### src/rtl/rca_pkg.sv
package rca_pkg;

    localparam int STAGE_CODE_W = 2;

    typedef enum logic {
        FILL_ST,
        RUN_ST
    } fill_state_e;

    typedef enum logic {
        ERR_CLEAR,
        ERR_HELD
    } err_state_e;

    function automatic logic stage_code_bad(input logic [STAGE_CODE_W-1:0] code);
        return code == 2'b11;
    endfunction

endpackage

### src/rtl/code_delay.sv
module code_delay #(
    parameter int W     = 2,
    parameter int DEPTH = 1
) (
    input  logic         clk,
    input  logic         rst_n,
    input  logic [W-1:0] din,
    output logic [W-1:0] dout
);

    logic [W-1:0] taps [DEPTH];

    always_ff @(posedge clk) begin
        if (!rst_n) begin
            for (int i = 0; i < DEPTH; i++) begin
                taps[i] <= '0;
            end
        end else begin
            taps[0] <= din;
            for (int i = 1; i < DEPTH; i++) begin
                taps[i] <= taps[i-1];
            end
        end
    end

    assign dout = taps[DEPTH-1];

endmodule

### src/rtl/therm_decoder.sv
module therm_decoder #(
    parameter int LINES = 3,
    parameter int BIN_W = 2
) (
    input  logic [LINES-1:0] therm_i,
    output logic [BIN_W-1:0] bin_o,
    output logic             bubble_o
);

    // A higher line set while the line below it is clear breaks monotonicity.
    assign bubble_o = |(therm_i[LINES-1:1] & ~therm_i[LINES-2:0]);

    always_comb begin
        bin_o = '0;
        for (int i = 0; i < LINES; i++) begin
            bin_o = bin_o + BIN_W'(therm_i[i]);
        end
    end

endmodule

### src/rtl/fill_sequencer.sv
module fill_sequencer
    import rca_pkg::*;
#(
    parameter int FILL_CYC = 7
) (
    input  logic clk,
    input  logic rst_n,
    output logic load_o,
    output logic valid_o
);

    localparam int CW = $clog2(FILL_CYC + 1);
    localparam logic [CW-1:0] LAST_FILL = CW'(FILL_CYC - 1);

    fill_state_e state_q, state_d;
    logic [CW-1:0] cnt_q, cnt_d;

    // state register
    always_ff @(posedge clk) begin
        if (!rst_n) begin
            state_q <= FILL_ST;
            cnt_q   <= '0;
        end else begin
            state_q <= state_d;
            cnt_q   <= cnt_d;
        end
    end

    // next state: fill_done moves FILL_ST to RUN_ST
    always_comb begin
        state_d = state_q;
        cnt_d   = cnt_q;
        unique case (state_q)
            FILL_ST: begin
                cnt_d = cnt_q + 1'b1;
                if (cnt_q == LAST_FILL) begin
                    state_d = RUN_ST;
                end
            end
            RUN_ST: begin
                state_d = RUN_ST;
            end
        endcase
    end

    // outputs
    always_comb begin
        load_o  = 1'b0;
        valid_o = 1'b0;
        unique case (state_q)
            FILL_ST: load_o = (cnt_q == LAST_FILL);
            RUN_ST: begin
                load_o  = 1'b1;
                valid_o = 1'b1;
            end
        endcase
    end

    assert_valid_hold_R7: assert property (@(posedge clk) disable iff (!rst_n)
        valid_o |=> valid_o);

    assert_valid_after_load_R7: assert property (@(posedge clk) disable iff (!rst_n)
        $rose(valid_o) |-> $past(load_o));

endmodule

### src/rtl/error_monitor.sv
module error_monitor
    import rca_pkg::*;
(
    input  logic clk,
    input  logic rst_n,
    input  logic bad_i,
    output logic err_o
);

    err_state_e state_q, state_d;

    always_ff @(posedge clk) begin
        if (!rst_n) begin
            state_q <= ERR_CLEAR;
        end else begin
            state_q <= state_d;
        end
    end

    // fault_seen moves ERR_CLEAR to ERR_HELD
    always_comb begin
        state_d = state_q;
        unique case (state_q)
            ERR_CLEAR: if (bad_i) state_d = ERR_HELD;
            ERR_HELD:  state_d = ERR_HELD;
        endcase
    end

    always_comb begin
        unique case (state_q)
            ERR_CLEAR: err_o = 1'b0;
            ERR_HELD:  err_o = 1'b1;
        endcase
    end

    assert_err_raise_R8: assert property (@(posedge clk) disable iff (!rst_n)
        bad_i |=> err_o);

    assert_err_sticky_R8: assert property (@(posedge clk) disable iff (!rst_n)
        err_o |=> err_o);

endmodule

### src/rtl/redundant_code_aligner.sv
module redundant_code_aligner
    import rca_pkg::*;
#(
    parameter int NUM_STAGES = 6,
    parameter int FLASH_BITS = 2
) (
    input  logic                             clk,
    input  logic                             rst_n,
    input  logic [NUM_STAGES*STAGE_CODE_W-1:0] stage_code_i,
    input  logic [(1<<FLASH_BITS)-2:0]       flash_therm_i,
    output logic [NUM_STAGES+FLASH_BITS-1:0] result_o,
    output logic                             valid_o,
    output logic                             code_err_o
);

    localparam int THERM_LINES = (1 << FLASH_BITS) - 1;
    localparam int OUT_W       = NUM_STAGES + FLASH_BITS;
    localparam int SUM_W       = OUT_W + 2;
    localparam int FILL_CYC    = NUM_STAGES + 1;
    localparam logic [OUT_W-1:0] MAX_OUT = '1;

    logic [STAGE_CODE_W-1:0] aligned [NUM_STAGES];
    logic [NUM_STAGES-1:0]   code_bad;
    logic [FLASH_BITS-1:0]   flash_bin;
    logic                    therm_bubble;
    logic [SUM_W-1:0]        acc;
    logic [OUT_W-1:0]        sat;
    logic                    load;
    logic [OUT_W-1:0]        result_q;

    // Stage i+1 waits NUM_STAGES-i cycles so that the earliest stage waits longest.
    for (genvar i = 0; i < NUM_STAGES; i++) begin : g_stage
        code_delay #(
            .W    (STAGE_CODE_W),
            .DEPTH(NUM_STAGES - i)
        ) i_delay (
            .clk  (clk),
            .rst_n(rst_n),
            .din  (stage_code_i[i*STAGE_CODE_W +: STAGE_CODE_W]),
            .dout (aligned[i])
        );
        assign code_bad[i] = stage_code_bad(stage_code_i[i*STAGE_CODE_W +: STAGE_CODE_W]);
    end

    therm_decoder #(
        .LINES(THERM_LINES),
        .BIN_W(FLASH_BITS)
    ) i_therm (
        .therm_i (flash_therm_i),
        .bin_o   (flash_bin),
        .bubble_o(therm_bubble)
    );

    // Overlapped addition: each stage's LSB lands on the next stage's MSB.
    always_comb begin
        acc = SUM_W'(flash_bin);
        for (int i = 0; i < NUM_STAGES; i++) begin
            acc = acc + (SUM_W'(aligned[i]) << (NUM_STAGES + FLASH_BITS - 2 - i));
        end
    end

    always_comb begin
        if (acc > SUM_W'(MAX_OUT)) begin
            sat = MAX_OUT;
        end else begin
            sat = acc[OUT_W-1:0];
        end
    end

    fill_sequencer #(
        .FILL_CYC(FILL_CYC)
    ) i_fill (
        .clk    (clk),
        .rst_n  (rst_n),
        .load_o (load),
        .valid_o(valid_o)
    );

    error_monitor i_err (
        .clk  (clk),
        .rst_n(rst_n),
        .bad_i((|code_bad) | therm_bubble),
        .err_o(code_err_o)
    );

    always_ff @(posedge clk) begin
        if (!rst_n) begin
            result_q <= '0;
        end else if (load) begin
            result_q <= sat;
        end
    end

    assign result_o = result_q;

    assert_idle_zero_R7: assert property (@(posedge clk) disable iff (!rst_n)
        !valid_o |-> (result_o == '0));

    assert_stage_flag_R8: assert property (@(posedge clk) disable iff (!rst_n)
        (stage_code_i[1:0] == 2'b11) |=> code_err_o);

endmodule

### config.mk
export PLATFORM = sky130hd
export DESIGN_NAME = redundant_code_aligner
export DESIGN_NICKNAME = d
export VERILOG_FILES = /design/src/rtl/rca_pkg.sv /design/src/rtl/code_delay.sv /design/src/rtl/therm_decoder.sv /design/src/rtl/fill_sequencer.sv /design/src/rtl/error_monitor.sv /design/src/rtl/redundant_code_aligner.sv
export SDC_FILE = /design/constraint.sdc
export NUM_CORES = 1
export LEC_CHECK = 0
export BUFFER_PORTS_ARGS = -buffer_cell sky130_fd_sc_hd__buf_4
export CORE_MARGIN = 2
export CORE_UTILIZATION = 59
export CTS_CLUSTER_SIZE = 28
export DETAILED_ROUTE_END_ITERATION = 8
export PLACE_DENSITY = 0.82
export SYNTH_ARGS = -nofsm -noshare
export SYNTH_HDL_FRONTEND = slang
export SYNTH_SLANG_ARGS = --single-unit
### constraint.sdc
create_clock -name clk -period 2.8 [get_ports clk]
set_input_delay 0.14 -clock clk [delete_from_list [all_inputs] [get_ports clk]]
set_output_delay 0.14 -clock clk [all_outputs]
set_load 0.05 [all_outputs]
* Yosys cells after proc, flatten, opt, wreduce, memory -nomap -nowiden *
Memory sizes are Yosys's and may differ from the RTL's.
Index checks and enable logic that the tools add are counted.

word-level totals
  memory bits (read-only) = 0
  register bits after elaboration = 13
  input bits = 17
  bits in writable memories = 42
  output and inout port bits = 10
  logic and storage cells = 87
  memories kept = 6
  bits in latches = 0

operators by class
  $lt $le $gt $ge = 1
  shifts and indexed selects = 0
  div/mod/pow operators = 0
  equal/unequal tests = 7
  mux-type cells = 32
  multiply operators = 0
  add/subtract/negate cells = 9
  reduce and logical (&&, ||, !) cells = 3
  bitwise gates (word level) = 25

memories
  name                     words  bits a word  read ports  clocked after Yosys merged registers in  wr ports  RTL line          RTL
  g_stage[0].i_delay.taps  6      2            6           0                                        6         code_delay.sv:11  logic [W-1:0] taps [DEPTH];
  g_stage[1].i_delay.taps  5      2            5           0                                        5         code_delay.sv:11
  g_stage[2].i_delay.taps  4      2            4           0                                        4         code_delay.sv:11
  g_stage[3].i_delay.taps  3      2            3           0                                        3         code_delay.sv:11
  g_stage[4].i_delay.taps  2      2            2           0                                        2         code_delay.sv:11
  g_stage[5].i_delay.taps  1      2            1           0                                        1         code_delay.sv:11

operators by type and width
  kind                                                  number
  2-to-1 mux 2 bit                                      21
  OR 1 bit                                              21
  == test 2 bit (second input constant)                 6
  adder 10 x 3 -> 10 bit                                1
  adder 10 x 4 -> 10 bit                                1
  adder 10 x 5 -> 10 bit                                1
  adder 10 x 6 -> 10 bit                                1
  adder 9 x 7 -> 10 bit                                 1
  > comparator 10 x 8 -> 1 bit (second input constant)  1
  adder 2 x 8 -> 9 bit                                  1
  2-to-1 mux 8 bit                                      1
  one-hot mux 1 bit (2 select lines)                    4
  2-to-1 mux 1 bit                                      6
  OR reduction 6 bit                                    1
  OR reduction 2 bit                                    2
  adder 3 x 1 -> 3 bit (second input constant)          1
  == test 3 bit (second input constant)                 1
  adder 1 x 1 -> 2 bit                                  1
  adder 2 x 1 -> 2 bit                                  1
  AND 2 bit                                             1
  inverter 1 bit                                        2
  inverter 2 bit                                        1

* Logic depth before layout (Yosys ltp) *
  word-level depth = 10
  gate-level depth with buffers = 7
  gate-level depth less buffers = 6

* Cells and area by module *
Synthesis repeated with hierarchy kept, for this count alone.

unflattened totals
  cell total of the unflattened synthesis = 165
  area, all modules = 1960.6 sq um

modules (own cells, without submodules)
  module                           sequential area each (sq um)  cells an instance  instances  area an instance (sq um)
  redundant_code_aligner           160.2                         51                 1          543.0
  code_delay (g_stage[0].i_delay)  240.2                         27                 1          351.6
  code_delay (g_stage[1].i_delay)  200.2                         20                 1          262.8
  code_delay (g_stage[2].i_delay)  160.2                         16                 1          210.2
  fill_sequencer                   80.1                          18                 1          186.4
  code_delay (g_stage[3].i_delay)  120.1                         14                 1          172.7
  code_delay (g_stage[4].i_delay)  80.1                          10                 1          120.1
  code_delay (g_stage[5].i_delay)  40.0                          4                  1          52.6
  therm_decoder                    0.0                           3                  1          33.8
  error_monitor                    20.0                          2                  1          27.5

* Worst setup path before layout *
OpenSTA, ideal clock, no wires.

  kind = input -> register
  start point = in flash_therm_i[0]
  end point = reg result_q[5] (netlist: result_o[5])
  setup time = 0.131 ns
  cell stages on the path = 6
  data required time = 2.669 ns
  buffers on the path = 0
  arrival = 1.663 ns
  path slack = 1.007 ns
  cells stage by stage = fa_1 ha_1 a211oi_2 o211ai_2 a2111oi_2 a211oi_1

on the way
  longest elaborated chain between the ends = 10

ends and longest elaborated chain
  element                       RTL line                      RTL
  from (decl)                   redundant_code_aligner.sv:10  input logic [(1<<FLASH_BITS)-2:0] flash_therm_i,
  adder 1 x 1 -> 2 bit (*)      therm_decoder.sv:16           bin_o = bin_o + BIN_W'(therm_i[i]);
  adder 2 x 1 -> 2 bit (*)      therm_decoder.sv:16
  adder 2 x 8 -> 9 bit (*)      redundant_code_aligner.sv:58  acc = acc + (SUM_W'(aligned[i]) << (NUM_STAGES + FLASH_BITS - 2 - i));
  adder 9 x 7 -> 10 bit (*)     redundant_code_aligner.sv:58
  adder 10 x 6 -> 10 bit (*)    redundant_code_aligner.sv:58
  adder 10 x 5 -> 10 bit (*)    redundant_code_aligner.sv:58
  adder 10 x 4 -> 10 bit (*)    redundant_code_aligner.sv:58
  adder 10 x 3 -> 10 bit (*)    redundant_code_aligner.sv:58
  > comparator 10 x 8 -> 1 bit  redundant_code_aligner.sv:63  if (acc > SUM_W'(MAX_OUT)) begin
  2-to-1 mux 8 bit (*)          redundant_code_aligner.sv:63
  to (signal assigned)          redundant_code_aligner.sv:90  result_q <= sat;
  to (decl)                     redundant_code_aligner.sv:29  logic [OUT_W-1:0] result_q;

Mark *: on every way between the ends. The rest lies on a longest branch, timed or not.
A chain may end at the register's enable or synchronous reset.

* Worst setup path after layout *
  start point = mem g_stage[5].i_delay.taps[0][1]
  end point = reg result_q[7] (netlist: result_o[7])

on the way
  longest elaborated chain between the ends = 4

ends and longest elaborated chain
  element                       RTL line
  from (decl)                   code_delay.sv:11
  memory (1 x 2 bit) (*)        --
  adder 10 x 3 -> 10 bit (*)    redundant_code_aligner.sv:58
  > comparator 10 x 8 -> 1 bit  redundant_code_aligner.sv:63
  2-to-1 mux 8 bit (*)          redundant_code_aligner.sv:63

Marked as above.

==> impl_metrics.csv <==
group,metric,value,unit
global_routing,grt_pass1_wl,5402,um
power_and_ir_drop,ir_worst_vdd,450.8,uV
power_and_ir_drop,p_leak,1.024,nW
clocking,cts_setup_buffers,0,
placement,place.gp.congestion,0.8599,
synthesis,syn_area,0.001951,sq mm
clocking,cts_tree,"done",
floorplanning,die_width,61.50,um
global_routing,grtUsageTotal,0.2004,
worst_setup_path,crit_path_end_kind,"register",
timing,slew_headroom,0.7473,
timing,fin_crit,1.772,ns
clocking,clock_path_buffers,2,
synthesis,syn_inst,182,
synthesis,postSynthAreaPerCell,10.72,sq um
floorplanning,start_util,0.6286,
clocking,path_clk_slew,0.14,ns
timing,hold_violations,0,
flow_run,drv_cap,0,
worst_setup_path,cp.required,3.05,ns
worst_setup_path,crit_buf_inv,0,
clocking,cts-htree-levels,2,
clocking,cts_buffers,5,
placement,dpl.hpwl,2101,um
final_layout,fill_cells,230,
worst_setup_path,crit_slowest_cell,"a2111oi_0",
synthesis,synth_nets,208,
synthesis,netlist-cell-type-count,32,
clocking,clock_sinks,55,
timing,finClkSkew,0.003300,ns
final_layout,area_growth,21.74,%
clocking,cts-root-buf,"clkbuf_4",
timing,rsz0062_at_grt,"no",
synthesis,async_reset_ff_frac,0,
route,wl,3247,um
floorplanning,pin_count,27,
route,via_count,1372,
final_layout,fin_nets,246,
synthesis,yosysWarningCount,0,
route,drt-vias-per-instance,5.177,
global_routing,grt_max_degree,56,
floorplanning,dieArea,0.003782,sq mm
route,drc,0,
floorplanning,core_area,0.003103,sq mm
global_routing,antenna_found_initial,0,
final_layout,drive_gt1_frac,0.1855,
worst_setup_path,crit_chain,"ha_1 -> a31oi_2 -> o221ai_1 -> a2111oi_0 -> a211oi_1",
route,final_antenna_net_count,0,
final_layout,antenna_cells,0,
timing,finalSetupTns,0,ns
final_layout,multi_input_area,795.8,sq um
placement,dp_cells,245,
synthesis,synth_edf_count,0,
timing,whs,0.1657,ns
final_layout,final_cells,265,
timing,slew_violations,0,
worst_setup_path,cp_max_fo,5,
global_routing,overflow,0,
placement,port-buffer-count,26,
synthesis,ys_ff_latch,55,
synthesis,seq_area_frac_synth,0.5645,
worst_setup_path,worstPathArrival,2.02,ns
floorplanning,die_h,61.50,um
status,run_status,"completed",
route,wl_per_cell,12.25,um
timing,fmax,564.3,MHz
clocking,clk_latency,0.36,ns
timing,min_period_over_period,0.6328,
route,drt_first_pass_iters,4,
worst_setup_path,path_class,"register to register",
floorplanning,row_count,20,
route,drtIter0Drc,53,
hold_path,min_path_type,"primary input to register",
worst_setup_path,startpoint_type,"register",
final_layout,utilization,0.7653,
final_layout,seq_area,0.001101,sq mm
global_routing,grt_pass1_vias,1300,
worst_setup_path,cp_top_family,"compound AO/OA/AOI/OAI gates",
power_and_ir_drop,powerDensity,579.2,mW/mm^2
timing,tightest_slew,0.3695,ns
worst_setup_path,critical-path-max-stage-delay,0.44,ns
timing,setup-violations-final,0,
synthesis,synth_top_flop_cell,"dfxtp_1",
==> path summary, 6_finish.rpt <==
kind / from / to / slack [ns] / depth (start not counted)
max: g_stage[5].i_delay.taps[0][1]$_SDFF_PN0_ / result_o[7]$_SDFFE_PN0P_ / 1.03 / 5
min: flash_therm_i[0] / i_err.state_q$_SDFF_PN0_ / 0.17 / 3
max reg2reg: g_stage[5].i_delay.taps[0][1]$_SDFF_PN0_ / result_o[7]$_SDFFE_PN0P_ / 1.03 / 5
min reg2reg: g_stage[1].i_delay.taps[0][7]$_SDFF_PN0_ / g_stage[1].i_delay.taps[0][9]$_SDFF_PN0_ / 0.45 / 1
==> state kept, by name (all words and copies together) (netlist names) <==
| signal | cells |
|---|---|
| result_o | 8 |
| i_err.state_q | 1 |
| i_fill.cnt_q | 3 |
| i_fill.state_q | 1 |
| g_stage.i_delay.taps | 42 |
==> synthesized netlist by cell type (2+ instances only) <==
cell | n | area (sq um)
a211oi_1 | 2 | 15.01
a211oi_2 | 2 | 25.02
a21o_1 | 2 | 15.01
a21oi_1 | 13 | 65.06
and2_1 | 46 | 287.8
clkbuf_1 | 6 | 22.52
dfxtp_1 | 55 | 1101
ha_1 | 8 | 100.1
inv_1 | 7 | 26.28
nand2_1 | 4 | 15.01
nand3_1 | 2 | 10.01
o21ai_0 | 11 | 55.05
xnor2_1 | 5 | 43.79
==> logic make-up after synthesis <==
kind of cell / count (synthesis) / share of synthesized area
flip-flops: 55 / 0.5645
adder cells (fa/ha/maj): 9 / 0.06158
AO/OA/AOI/OAI: 42 / 0.1475
XOR/XNOR: 6 / 0.02694
AND/OR/NAND/NOR: 56 / 0.1719
buffers and inverters: 14 / 0.02758
==> worst register-to-register path, delay by kind of cell (launching register included) <==
family	cells	cell delay (ns)
fa+ha+maj	1	0.38
flops	1	0.34
compound gates	4	0.95
==> placed cells by master (no fill, tap or decap), types with 2 or more instances in the layout <==
master | Yosys | routed
dfxtp_1 | 55 | 55
ha_1 | 8 | 8
nand3_1 | 2 | 2
buf_4 | 0 | 26
xnor2_1 | 5 | 5
and2_1 | 46 | 46
a21oi_1 | 13 | 13
clkbuf_4 | 0 | 5
a211oi_2 | 2 | 2
dlygate4sd3_1 | 0 | 12
inv_1 | 7 | 7
nand2_1 | 4 | 4
a211oi_1 | 2 | 2
o21ai_0 | 11 | 11
a21o_1 | 2 | 2
==> what timing repair did <==
item | 4_1_cts | 5_1_grt
hold endpoints to repair | 12 | 0
resized for setup | 0 | 0
hold buffers | 12 | 0
==> metal layers <==
| layer | vias to the layer above | track usage | wire length [um] |
|---|---|---|---|
| li1 | 688 | - | - |
| met1 | 645 | 0.2146 | 1347 |
| met2 | 33 | 0.3564 | 1711 |
| met3 | 6 | 0.06513 | 127 |
| met4 | 0 | 0.09119 | 61 |
| met5 | - | 0 | 0 |
==> report_power, final <==
group / switching, mW / internal, mW / total, mW
clock network: 0.232 / 0.188 / 0.420
logic: 0.0674 / 0.0645 / 0.132
registers: 0.0112 / 0.812 / 0.823
total: 0.310 / 1.06 / 1.38
==> per-stage QoR <==
step / power [mW] / cell area [sq um] / setup slack [ns]
3_3_place_gp: 0.9520 / 2173 / 0.8183
5_1_grt: 1.445 / 2375 / 0.9460
3_5_place_dp: 0.9582 / 2173 / 0.7328
2_1_floorplan: 0.9165 / 1951 / 1.007
6_report: 1.375 / 2375 / 1.028
4_1_cts: 1.387 / 2375 / 1.048
==> cell type report <==
type,instances,area share
multi-input combinational,113,0.3351
clock inverter,3,0.01844
tap,44,0.02318
timing repair buffer,38,0.1328
inverter,7,0.01106
sequential,55,0.4636
clock buffer,5,0.01581
Power figures use the tool's default switching activity.
